### src/rtl/psx_pkg.sv
`timescale 1ns/1ps
package psx_pkg;
  localparam int unsigned IPL_W     = 3;
  localparam int unsigned SR_T      = 15;
  localparam int unsigned SR_S      = 13;
  localparam int unsigned SR_IM_HI  = 10;
  localparam int unsigned SR_IM_LO  = 8;
  localparam logic [15:0] SR_WMASK  = 16'hA71F;
  localparam logic [15:0] SR_RESET  = 16'h2700;
  localparam int unsigned VEC_BERR  = 2;
  localparam int unsigned VEC_TRACE = 9;

  typedef enum logic [1:0] {
    PS_NORMAL  = 2'd0,
    PS_STOPPED = 2'd1,
    PS_EXCEPT  = 2'd2,
    PS_HALTED  = 2'd3
  } pstate_e;

  typedef enum logic [3:0] {
    SQ_RSP, SQ_RPC, SQ_RUN, SQ_STOP,
    SQ_PPC, SQ_PSR, SQ_PFV, SQ_VEC, SQ_HALT
  } seq_e;
endpackage

### src/rtl/psx_accept.sv
`timescale 1ns/1ps
module psx_accept import psx_pkg::*; #(
  parameter int unsigned VW = 8
) (
  input  logic             in_run,
  input  logic             in_stop,
  input  logic             bus_err,
  input  logic [IPL_W-1:0] irq_level,
  input  logic [VW-1:0]    irq_vec,
  input  logic [IPL_W-1:0] mask,
  input  logic             trap_req,
  input  logic [VW-1:0]    trap_vec,
  input  logic             trace_req,
  output logic             take,
  output logic             take_irq,
  output logic             take_berr,
  output logic [VW-1:0]    take_vec
);
  logic irq_ok;

  always_comb begin
    irq_ok    = (irq_level != '0) && ((irq_level > mask) || (irq_level == '1));
    take      = 1'b0;
    take_irq  = 1'b0;
    take_berr = 1'b0;
    take_vec  = '0;
    if (in_run) begin
      if (bus_err) begin
        take = 1'b1; take_berr = 1'b1; take_vec = VW'(VEC_BERR);
      end else if (irq_ok) begin
        take = 1'b1; take_irq = 1'b1; take_vec = irq_vec;
      end else if (trap_req) begin
        take = 1'b1; take_vec = trap_vec;
      end else if (trace_req) begin
        take = 1'b1; take_vec = VW'(VEC_TRACE);
      end
    end else if (in_stop && irq_ok) begin
      take = 1'b1; take_irq = 1'b1; take_vec = irq_vec;
    end
  end
endmodule

### src/rtl/psx_sr.sv
`timescale 1ns/1ps
module psx_sr import psx_pkg::*; (
  input  logic             clk,
  input  logic             rst_n,
  input  logic             ent,
  input  logic             ent_irq,
  input  logic [IPL_W-1:0] ent_lvl,
  input  logic             stop_ld,
  input  logic [15:0]      stop_val,
  output logic [15:0]      sr_q
);
  logic        sr_en;
  logic [15:0] sr_d;

  always_comb begin
    sr_en = ent | stop_ld;
    sr_d  = sr_q;
    if (ent) begin
      sr_d[SR_T] = 1'b0;
      sr_d[SR_S] = 1'b1;
      if (ent_irq) sr_d[SR_IM_HI:SR_IM_LO] = ent_lvl;
    end else if (stop_ld) begin
      sr_d = stop_val & SR_WMASK;
    end
  end

  always_ff @(posedge clk or negedge rst_n) begin
    if (!rst_n)     sr_q <= SR_RESET;
    else if (sr_en) sr_q <= sr_d;
  end
endmodule

### src/rtl/psx_top.sv
`timescale 1ns/1ps
module psx_top import psx_pkg::*; #(
  parameter int unsigned DW = 32,
  parameter int unsigned VW = 8
) (
  input  logic             clk,
  input  logic             rst_n,
  input  logic [IPL_W-1:0] irq_level,
  input  logic [VW-1:0]    irq_vec,
  input  logic             trap_req,
  input  logic [VW-1:0]    trap_vec,
  input  logic             trace_req,
  input  logic             stop_req,
  input  logic [15:0]      stop_sr,
  input  logic [DW-1:0]    pc_in,
  output logic             mem_req,
  output logic             mem_we,
  output logic [DW-1:0]    mem_addr,
  output logic [DW-1:0]    mem_wdata,
  input  logic [DW-1:0]    mem_rdata,
  input  logic             mem_ack,
  input  logic             bus_err,
  output logic [DW-1:0]    pc_out,
  output logic             pc_load,
  output logic [DW-1:0]    ssp_out,
  output logic [15:0]      sr_out,
  output logic [1:0]       pstate
);
  localparam int unsigned WB = DW / 8;
  localparam int unsigned SH = $clog2(WB);

  logic [1:0]    rsync_q;
  logic          run_en;
  seq_e          st_q, st_d;
  logic [DW-1:0] ssp_q, ssp_d, pc_q, pc_d, spc_q;
  logic [15:0]   ssr_q, sr_q;
  logic [VW-1:0] vec_q, vec_d;
  logic          bep_q, bep_d, ld_q, ld_d;
  logic          ssp_en, pc_en, cap_en, vec_en;
  logic          sr_stop;
  logic          take, take_irq, take_berr;
  logic [VW-1:0] take_vec;
  logic [DW-1:0] ssp_dec, vec_addr;
  logic [11:0]   fv_ofs;
  logic          xfer_ok, xfer_err;

  // reset release is synchronised to the clock
  always_ff @(posedge clk or negedge rst_n) begin
    if (!rst_n) rsync_q <= 2'b00;
    else        rsync_q <= {rsync_q[0], 1'b1};
  end
  assign run_en = rsync_q[1];

  psx_accept #(.VW(VW)) u_acc (
    .in_run(st_q == SQ_RUN), .in_stop(st_q == SQ_STOP), .bus_err(bus_err),
    .irq_level(irq_level), .irq_vec(irq_vec), .mask(sr_q[SR_IM_HI:SR_IM_LO]),
    .trap_req(trap_req), .trap_vec(trap_vec), .trace_req(trace_req),
    .take(take), .take_irq(take_irq), .take_berr(take_berr), .take_vec(take_vec)
  );

  psx_sr u_sr (
    .clk(clk), .rst_n(rst_n), .ent(cap_en), .ent_irq(take_irq),
    .ent_lvl(irq_level), .stop_ld(sr_stop), .stop_val(stop_sr), .sr_q(sr_q)
  );

  assign ssp_dec  = ssp_q - DW'(WB);
  assign vec_addr = DW'(vec_q) << SH;
  assign fv_ofs   = 12'(vec_q) << SH;
  assign xfer_err = mem_req & bus_err;
  assign xfer_ok  = mem_req & mem_ack & ~bus_err;

  // memory port
  always_comb begin
    mem_req   = 1'b0;
    mem_we    = 1'b0;
    mem_addr  = '0;
    mem_wdata = '0;
    case (st_q)
      SQ_RSP: mem_req = run_en;
      SQ_RPC: begin mem_req = 1'b1; mem_addr = DW'(WB); end
      SQ_PPC: begin mem_req = 1'b1; mem_we = 1'b1; mem_addr = ssp_dec; mem_wdata = spc_q; end
      SQ_PSR: begin
        mem_req = 1'b1; mem_we = 1'b1; mem_addr = ssp_dec;
        mem_wdata = {{(DW-16){1'b0}}, ssr_q};
      end
      SQ_PFV: begin
        mem_req = 1'b1; mem_we = 1'b1; mem_addr = ssp_dec;
        mem_wdata = {{(DW-16){1'b0}}, 4'h0, fv_ofs};
      end
      SQ_VEC: begin mem_req = 1'b1; mem_addr = vec_addr; end
      default: ;
    endcase
  end

  // sequencer next state
  always_comb begin
    st_d    = st_q;
    ssp_en  = 1'b0; ssp_d = ssp_dec;
    pc_en   = 1'b0; pc_d  = mem_rdata;
    cap_en  = 1'b0;
    vec_en  = 1'b0; vec_d = take_vec; bep_d = take_berr;
    ld_d    = 1'b0;
    sr_stop = 1'b0;
    case (st_q)
      SQ_RSP: if (xfer_err) st_d = SQ_HALT;
              else if (xfer_ok) begin ssp_en = 1'b1; ssp_d = mem_rdata; st_d = SQ_RPC; end
      SQ_RPC: if (xfer_err) st_d = SQ_HALT;
              else if (xfer_ok) begin pc_en = 1'b1; ld_d = 1'b1; st_d = SQ_RUN; end
      SQ_RUN, SQ_STOP: begin
        if (take) begin
          cap_en = 1'b1; vec_en = 1'b1; st_d = SQ_PPC;
        end else if ((st_q == SQ_RUN) && stop_req) begin
          sr_stop = 1'b1; st_d = SQ_STOP;
        end
      end
      SQ_PPC, SQ_PSR, SQ_PFV, SQ_VEC: begin
        if (xfer_err) begin
          if (bep_q) st_d = SQ_HALT;
          else begin
            vec_en = 1'b1; vec_d = VW'(VEC_BERR); bep_d = 1'b1; st_d = SQ_PPC;
          end
        end else if (xfer_ok) begin
          case (st_q)
            SQ_PPC:  begin ssp_en = 1'b1; st_d = SQ_PSR; end
            SQ_PSR:  begin ssp_en = 1'b1; st_d = SQ_PFV; end
            SQ_PFV:  begin ssp_en = 1'b1; st_d = SQ_VEC; end
            default: begin pc_en = 1'b1; ld_d = 1'b1; st_d = SQ_RUN; end
          endcase
        end
      end
      default: st_d = SQ_HALT;
    endcase
  end

  // registers
  always_ff @(posedge clk or negedge rst_n) begin
    if (!rst_n) begin
      st_q <= SQ_RSP; ssp_q <= '0; pc_q <= '0; spc_q <= '0;
      ssr_q <= '0; vec_q <= '0; bep_q <= 1'b0; ld_q <= 1'b0;
    end else begin
      st_q <= st_d;
      ld_q <= ld_d;
      if (ssp_en) ssp_q <= ssp_d;
      if (pc_en)  pc_q  <= pc_d;
      if (cap_en) begin spc_q <= pc_in; ssr_q <= sr_q; end
      if (vec_en) begin vec_q <= vec_d; bep_q <= bep_d; end
    end
  end

  always_comb begin
    case (st_q)
      SQ_RUN:  pstate = PS_NORMAL;
      SQ_STOP: pstate = PS_STOPPED;
      SQ_HALT: pstate = PS_HALTED;
      default: pstate = PS_EXCEPT;
    endcase
  end

  assign pc_out  = pc_q;
  assign pc_load = ld_q;
  assign ssp_out = ssp_q;
  assign sr_out  = sr_q;
endmodule

### config.mk
export PLATFORM = sky130hd
export DESIGN_NAME = psx_top
export DESIGN_NICKNAME = d
export VERILOG_FILES = /design/src/rtl/psx_pkg.sv /design/src/rtl/psx_accept.sv /design/src/rtl/psx_sr.sv /design/src/rtl/psx_top.sv
export SDC_FILE = /design/constraint.sdc
export NUM_CORES = 1
export LEC_CHECK = 0
export ABC_AREA = 1
export ABC_CLOCK_PERIOD_IN_PS = 7070
export BUFFER_PORTS_ARGS = -buffer_cell sky130_fd_sc_hd__buf_2
export CORE_ASPECT_RATIO = 0.6
export CORE_MARGIN = 2
export CORE_UTILIZATION = 55
export DETAILED_ROUTE_END_ITERATION = 10
export PLACE_DENSITY = 0.9
export SYNTH_ARGS = -nofsm -noshare
export SYNTH_HDL_FRONTEND = slang
export SYNTH_HIERARCHICAL = 1
export SYNTH_SLANG_ARGS = --single-unit
### constraint.sdc
create_clock -name clk -period 7.07 [get_ports clk]
set_input_delay 0.707 -clock clk [delete_from_list [all_inputs] [get_ports clk]]
set_output_delay 0.707 -clock clk [all_outputs]
set_load 0.02 [all_outputs]
==> run_results.csv, run 1 <==
group,metric,value,unit
outcome,outcome,"completed",
worst_setup_path,r2r-end,"u_sr/sr_q[9]",
placement,dp.cells,1510,
power,cellLeakagePower,5.90,nW
global_route,grt_antenna_before_repair,0,
sta,max_freq,283,MHz
worst_setup_path,reg2regPathDepth,18,
worst_setup_path,reg2reg_setup_slack,3.54,ns
power,power_density,185,nW/µm²
worst_setup_path,critPathMaxStageDelay,0.70,ns
cells_and_area,layout.nets,1447,
synthesis,async_flop_share,100,%
worst_setup_path,rr_startpoint,"u_sr/sr_q[10]",
clocking,cts_sinks,138,
floorplan,initial_core_util,56.5,%
sta,maxSlewHeadroom,21.8,%
synthesis,yosysWarningCount,6,
cells_and_area,n_antenna_cell,0,
floorplan,die_h,95.9,µm
clocking,path_clk_slew,0.06,ns
drt,drt_first_pass_iters,5,
synthesis,ys_types,38,
cells_and_area,drive_above_1_share,23.0,%
cells_and_area,layout_commonest_cell,"nand2_1",
synthesis,ys_seq_elements,138,
worst_setup_path,required,7.42,ns
clocking,htreeDepth,4,
sta,worst_pin_slew,1.17,ns
clocking,clkLatencyLatePin,0.42,ns
cells_and_area,area_growth,23.9,%
clocking,post_cts_resized,0,
clocking,post_cts_buffers,0,
drt,wire_per_inst,15.4,µm
drt,drt_wl_total,23700,µm
synthesis,synth_top_cell_by_area,"dfrtp_1",
synthesis,yosysTopAreaCellShare,43.3,%
synthesis,synth_area,7740,µm²
sta,setup-violations-final,0,
global_route,grt_first_pass_wirelength,37000,µm
sta,finalHoldViolCount,0,
floorplan,rows,33,
floorplan,die_w,157,µm
sta,tns,0,ns
global_route,grt_pass1_vias,7268,
worst_setup_path,crit_path_frequent_cell,"nand2_1",
worst_setup_path,worst_path_max_delay_cell,"nor2_4",
sta,rsz0062_at_grt,"no",
job,maxCapViolCount,0,
synthesis,ys.flop_type,"dfrtp_1",
floorplan,io_pins,255,
sta,min_period_over_period,50.0,%
power,vdd_drop_max,0.145,mV
cells_and_area,layout_common_cells,"463 x nand2_1, 241 x buf_2, 134 x dfrtp_1",
placement,hpwl,17200,µm
clocking,clk_path_buf_depth,2,
sta,maxSlewViolCount,0,
synthesis,synth_edf_count,0,
worst_setup_path,cp-end-kind,"flop",
drt,drc,0,
drt,num_vias,8110,
floorplan,core-area,13700,µm²
synthesis,syn_inst,1111,
clocking,ctsHoldBuffers,0,
sta,finalClockSkew,0.0109,ns
global_route,track_usage,31.6,%
worst_setup_path,startpoint_type,"flop",
synthesis,ys_seq_area_share,44.7,%
min_path,hold_path.class,"in -> async",
worst_setup_path,path_cells,"inv_1 -> ha_1 -> nand3_1 -> nand2_1 -> nand2_1 -> nand2_2 -> nand2_8 -> nand3_2 -> nand2_1 -> nand2_1 -> inv_1 -> nor2_4 -> buf_4 -> inv_2 -> nand2_4 -> nand2_4 -> nand2_1 -> nand2_1",
drt,ant_nets,0,
floorplan,die_area,15100,µm²
worst_setup_path,critical_path_class,"reg -> reg",
worst_setup_path,crit_path_max_fanout,46,
worst_setup_path,crit_arrival,3.88,ns
sta,fin_crit,3.53,ns
global_route,grt_max_degree,79,
cells_and_area,instances_no_fill,1542,
placement,io_buffers,242,
drt,vias_per_cell,5.26,
drt,drtIter0Drc,840,
placement,gp_congestion,0.967,
clocking,cts-root-buf,"clkbuf_16",
clocking,cts_tree,"yes",
synthesis,avgSynthCellArea,6.97,µm²
synthesis,yosys-top-cells-area,"dfrtp_1 43%, nand2_1 22%, nor2_1 6.1%, nand3_1 5.2%, inv_1 4.8%",
global_route,grt_overflow,0,
clocking,cts_made_buffers,17,
worst max-delay path by stage:
stage	from	endpoint	cells past startpoint
global placement	irq_level[2]	u_sr/sr_q[8]	18
CTS	u_sr/sr_q[10]	u_sr/sr_q[9]	18
floorplan	st_q[0]	mem_addr[6]	6
global route	u_sr/sr_q[10]	u_sr/sr_q[8]	18
detailed placement	irq_level[2]	u_sr/sr_q[9]	18
finish	u_sr/sr_q[10]	u_sr/sr_q[9]	18
kinds of logic after synthesis:
logic type	count (synthesis)	share of synthesized area (%)
AO/OA/AOI/OAI	102	7.77
other	2	0.0970
flip-flops	138	44.7
AND/OR/NAND/NOR	703	37.3
buffers and inverters	155	8.72
XOR/XNOR	7	0.792
adder cells (fa/ha/maj)	4	0.646
synth_stat cells, types with 3 or more instances:
cell,instances
dfstp_2,4
o21ai_1,12
nand3_1,80
nand4_1,13
buf_2,15
buf_4,10
nor2_1,125
dfrtp_1,134
ha_1,4
clkbuf_1,13
xor2_1,5
nand3_2,3
a22o_1,8
nor2_2,7
a21oi_1,16
inv_1,99
nand2_1,463
buf_6,5
o21a_1,15
o21ai_0,47
inv_2,10
layout make-up:
class	instances	area, µm²
Fill cell	1186	4110
Timing Repair Buffer	246	1250
Multi-Input combinational cell	823	3630
Sequential cell	138	3460
Tap cell	192	240
Clock inverter	13	169
Clock buffer	19	433
Inverter	111	417
metal layers:
metal | track usage, % | up-vias | routed length (µm)
li1 | - | 3902 | -
met1 | 48.3 | 3779 | 11300
met2 | 46.3 | 400 | 9950
met5 | 0 | - | 0
met4 | 7.58 | 0 | 331
met3 | 6.17 | 29 | 2160
sequential cells by signal (all words and copies together), names as in the netlist:
register / cells
bep_q: 1
pc_load: 1
pc_out: 32
rsync_q: 2
spc_q: 32
ssp_out: 32
ssr_q: 16
st_q: 4
u_sr/sr_q: 10
vec_q: 8
metrics by stage:
step / power [W] / area, µm² / setup slack (ns) / utilization (%) / hold WS [ns]
floorplan: 0.000824 / 7760 / 4.38 / - / 0.331
global placement: 0.000871 / 9000 / 3.41 / 65.6 / 0.331
detailed placement: 0.000872 / 9000 / 3.33 / 65.6 / 0.336
CTS: 0.00178 / 9600 / 3.55 / 70.0 / 0.300
global route: 0.00183 / 9600 / 3.27 / 70.0 / 0.305
finish: 0.00178 / 9600 / 3.54 / 70.0 / 0.253
power by group:
part / switching, W / internal, W
clock: 0.000362 / 0.000558
combinational: 0.0000428 / 0.0000241
sequential: 0.000000135 / 0.000790
total: 0.000405 / 0.00137
critical path, delay by kind of cell, from the launching register on:
| kind | cells | cell delay (ns) |
|---|---|---|
| flip-flops | 1 | 0.56 |
| adder cells (fa/ha/maj) | 1 | 0.31 |
| AND/OR/NAND/NOR | 13 | 1.77 |
| buffers and inverters | 4 | 0.80 |
Note: power is estimated with default switching activity, not from simulation.
==> run 2: changes to the inputs <==
- ABC_CLOCK_PERIOD_IN_PS: 7070 -> 3500
- CORE_UTILIZATION: 55 -> 52
- PLACE_DENSITY: 0.9 -> 0.86
- clock period: 7.07 -> 3.5 ns (I/O delays scaled with it)
==> run 2 against run 1 <==
The flow now finishes with violations (negative hold slack). Sequential share of layout area down 0.11 points. Sequential power grew 100%. Worst setup slack lost 3.2 ns. Power increased by 95%. Wire length decreased by 0.38%. Combinational power is 100% higher. Design area increased by 0.31%. Non-clock buffer count rose by 5. Core utilization down 3.6 points. Flip-flop and latch count unchanged. Critical path type is now reg -> out. Largest power group unchanged.
==> run_results.csv, run 2 (synthesis gave the netlist of run 1 again) <==
group,metric,value,unit
global_route,track_usage,29.8,%
floorplan,rows,34,
cells_and_area,fill_cells,1330,
power,power_density,360,nW/µm²
drt,drt_wl_total,23600,µm
floorplan,die_h,98.5,µm
drt,drt_first_pass_iters,6,
global_route,grt_max_degree,94,
worst_setup_path,critical_path_class,"reg -> out",
floorplan,die_area,15900,µm²
clocking,cts_tree,"yes",
clocking,post_cts_resized,0,
clocking,clk_path_buf_depth,2,
drt,num_vias,8083,
global_route,grt.busiest_layer,"met1",
sta,rsz0062_at_grt,"no",
placement,dp_worst_setup_slack,0.668,ns
cells_and_area,n_antenna_cell,0,
power,cellLeakagePower,5.90,nW
worst_setup_path,crit_path_max_fanout,8,
power,switching_share,23.6,%
clocking,post_cts_buffers,0,
global_route,grt_overflow,0,
cells_and_area,layout_common_cells,"463 x nand2_1, 241 x buf_2, 134 x dfrtp_1",
sta,timing.hold.ws,-0.0173,ns
power,comb_power_share,3.9,%
placement,io_buffers,242,
clocking,path_clk_slew,0.07,ns
floorplan,initial_core_util,53.4,%
drt,drc,0,
clocking,cts-root-buf,"clkbuf_16",
global_route,grt_antenna_before_repair,0,
sta,setup-violations-final,0,
sta,worst_slack,0.323,ns
sta,maxSlewViolCount,0,
clocking,cts_sinks,138,
sta,tns,0,ns
min_path,hold_path.class,"in -> async",
global_route,grt_util_met2,42.9,%
cells_and_area,layout.nets,1452,
worst_setup_path,path_cells,"inv_1 -> ha_1 -> nand3_1 -> nor2_2 -> nand2_1 -> inv_1 -> nand3_1 -> a21oi_1 -> buf_2",
floorplan,core-area,14500,µm²
outcome,outcome,"finished, violations left",
sta,finalClockSkew,0.0179,ns
sta,maxSlewHeadroom,21.6,%
worst_setup_path,crit_arrival,2.83,ns
sta,fin_crit,3.18,ns
global_route,use_met1,46.7,%
drt,wire_per_inst,15.2,µm
power,intPower,0.00265,W
floorplan,io_pins,255,
global_route,grt_pass1_vias,7165,
global_route,grt_util_met3,5.64,%
cells_and_area,multi_input_area,3630,µm²
placement,hpwl,17600,µm
power,p_sw,0.000817,W
global_route,grt_first_pass_wirelength,37300,µm
sta,max_freq,315,MHz
power,sequentialPowerShare,46.0,%
clocking,cts_made_buffers,17,
placement,gp_congestion,0.964,
worst_setup_path,worst_path_max_delay_cell,"nor2_2",
sta,worst_pin_slew,1.17,ns
cells_and_area,seq_area,3460,µm²
sta,finalHoldViolCount,2,
clocking,clkLatencyLatePin,0.41,ns
sta,min_period_over_period,90.8,%
cells_and_area,area_growth,24.3,%
cells_and_area,layout_commonest_cell,"nand2_1",
power,clkPwrFrac,50.0,%
drt,drtIter0Drc,708,
outcome,violations,"negative hold slack",
worst_setup_path,startpoint_type,"flop",
drt,ant_nets,0,
worst_setup_path,required,3.15,ns
job,maxCapViolCount,0,
power,vdd_drop_max,0.264,mV
worst_setup_path,critPathMaxStageDelay,0.43,ns
floorplan,die_w,162,µm
clocking,ctsHoldBuffers,0,
cells_and_area,drive_above_1_share,23.2,%
clocking,htreeDepth,4,
worst_setup_path,cp-end-kind,"output pin",
drt,vias_per_cell,5.20,
[run 2: cell types whose count changed in the layout (fill, tap and decap cells not counted)]
cell,previous run,this run
bufinv_16,3,1
buf_4,4,7
clkinvlp_4,4,6
buf_12,0,2
clkinv_4,3,0
inv_6,2,4
clkbuf_8,0,1
[run 2: metrics by stage]
| stage | util (%) | hold WS, ns | instances | total power (W) | instance area, µm² |
|---|---|---|---|---|---|
| after floorplan | - | 0.0544 | 1116 | 0.00166 | 7760 |
| after global placement | 62.5 | 0.334 | 1521 | 0.00176 | 9070 |
| after detailed placement | 62.5 | 0.346 | 1521 | 0.00176 | 9070 |
| after CTS | 66.4 | 0.0366 | 1553 | 0.00349 | 9630 |
| after global routing | 66.4 | 0.0575 | 1553 | 0.00358 | 9630 |
| final | 66.4 | -0.0173 | 1553 | 0.00347 | 9630 |
[run 2: power by group through the flow]
stage	sequential [W]	combinational (W)	clock, W
after global placement	0.00163	0.000136	0
final	0.00160	0.000136	0.00174
after CTS	0.00160	0.000137	0.00175
after global routing	0.00160	0.000152	0.00183
after detailed placement	0.00163	0.000137	0
after floorplan	0.00163	0.0000385	0
[run 2: cell type report]
class / count / area share [%]
Inverter: 111 / 4.33
Sequential cell: 138 / 35.9
Clock buffer: 20 / 4.64
Timing Repair Buffer: 251 / 13.6
Multi-Input combinational cell: 823 / 37.7
Clock inverter: 12 / 1.20
Tap cell: 198 / 2.57
[run 2: worst paths after layout]
path / to / slack [ns] / depth (start not counted) / start
hold / removal: ssr_q[10] / -0.02 / 1 / rst_n
setup reg to reg: bep_q / 0.55 / 13 / st_q[3]
min in group clk: spc_q[14] / 0.15 / 3 / pc_in[14]
max in group asynchronous: u_sr/sr_q[8] / 2.73 / 2 / rst_n
hold reg to reg: rsync_q[1] / 0.37 / 0 / rsync_q[0]
setup / recovery: mem_addr[20] / 0.32 / 9 / ssp_out[2]
[run 2: routing by layer]
metal,vias to the layer above,wire [µm],part of all wire (%)
met2,401,9570,41
li1,3915,-,-
met4,0,338,1.4
met5,-,0,0
met1,3734,11700,50
met3,33,2000,8.5
[run 2: worst max-delay path, delay by kind of cell, from the launching register on]
kind	cells	cell delay, ns
AND/OR/NAND/NOR	4	1.05
buffers and inverters	3	0.55
flip-flops	1	0.41
adder cells (fa/ha/maj)	1	0.21
AO/OA/AOI/OAI	1	0.21
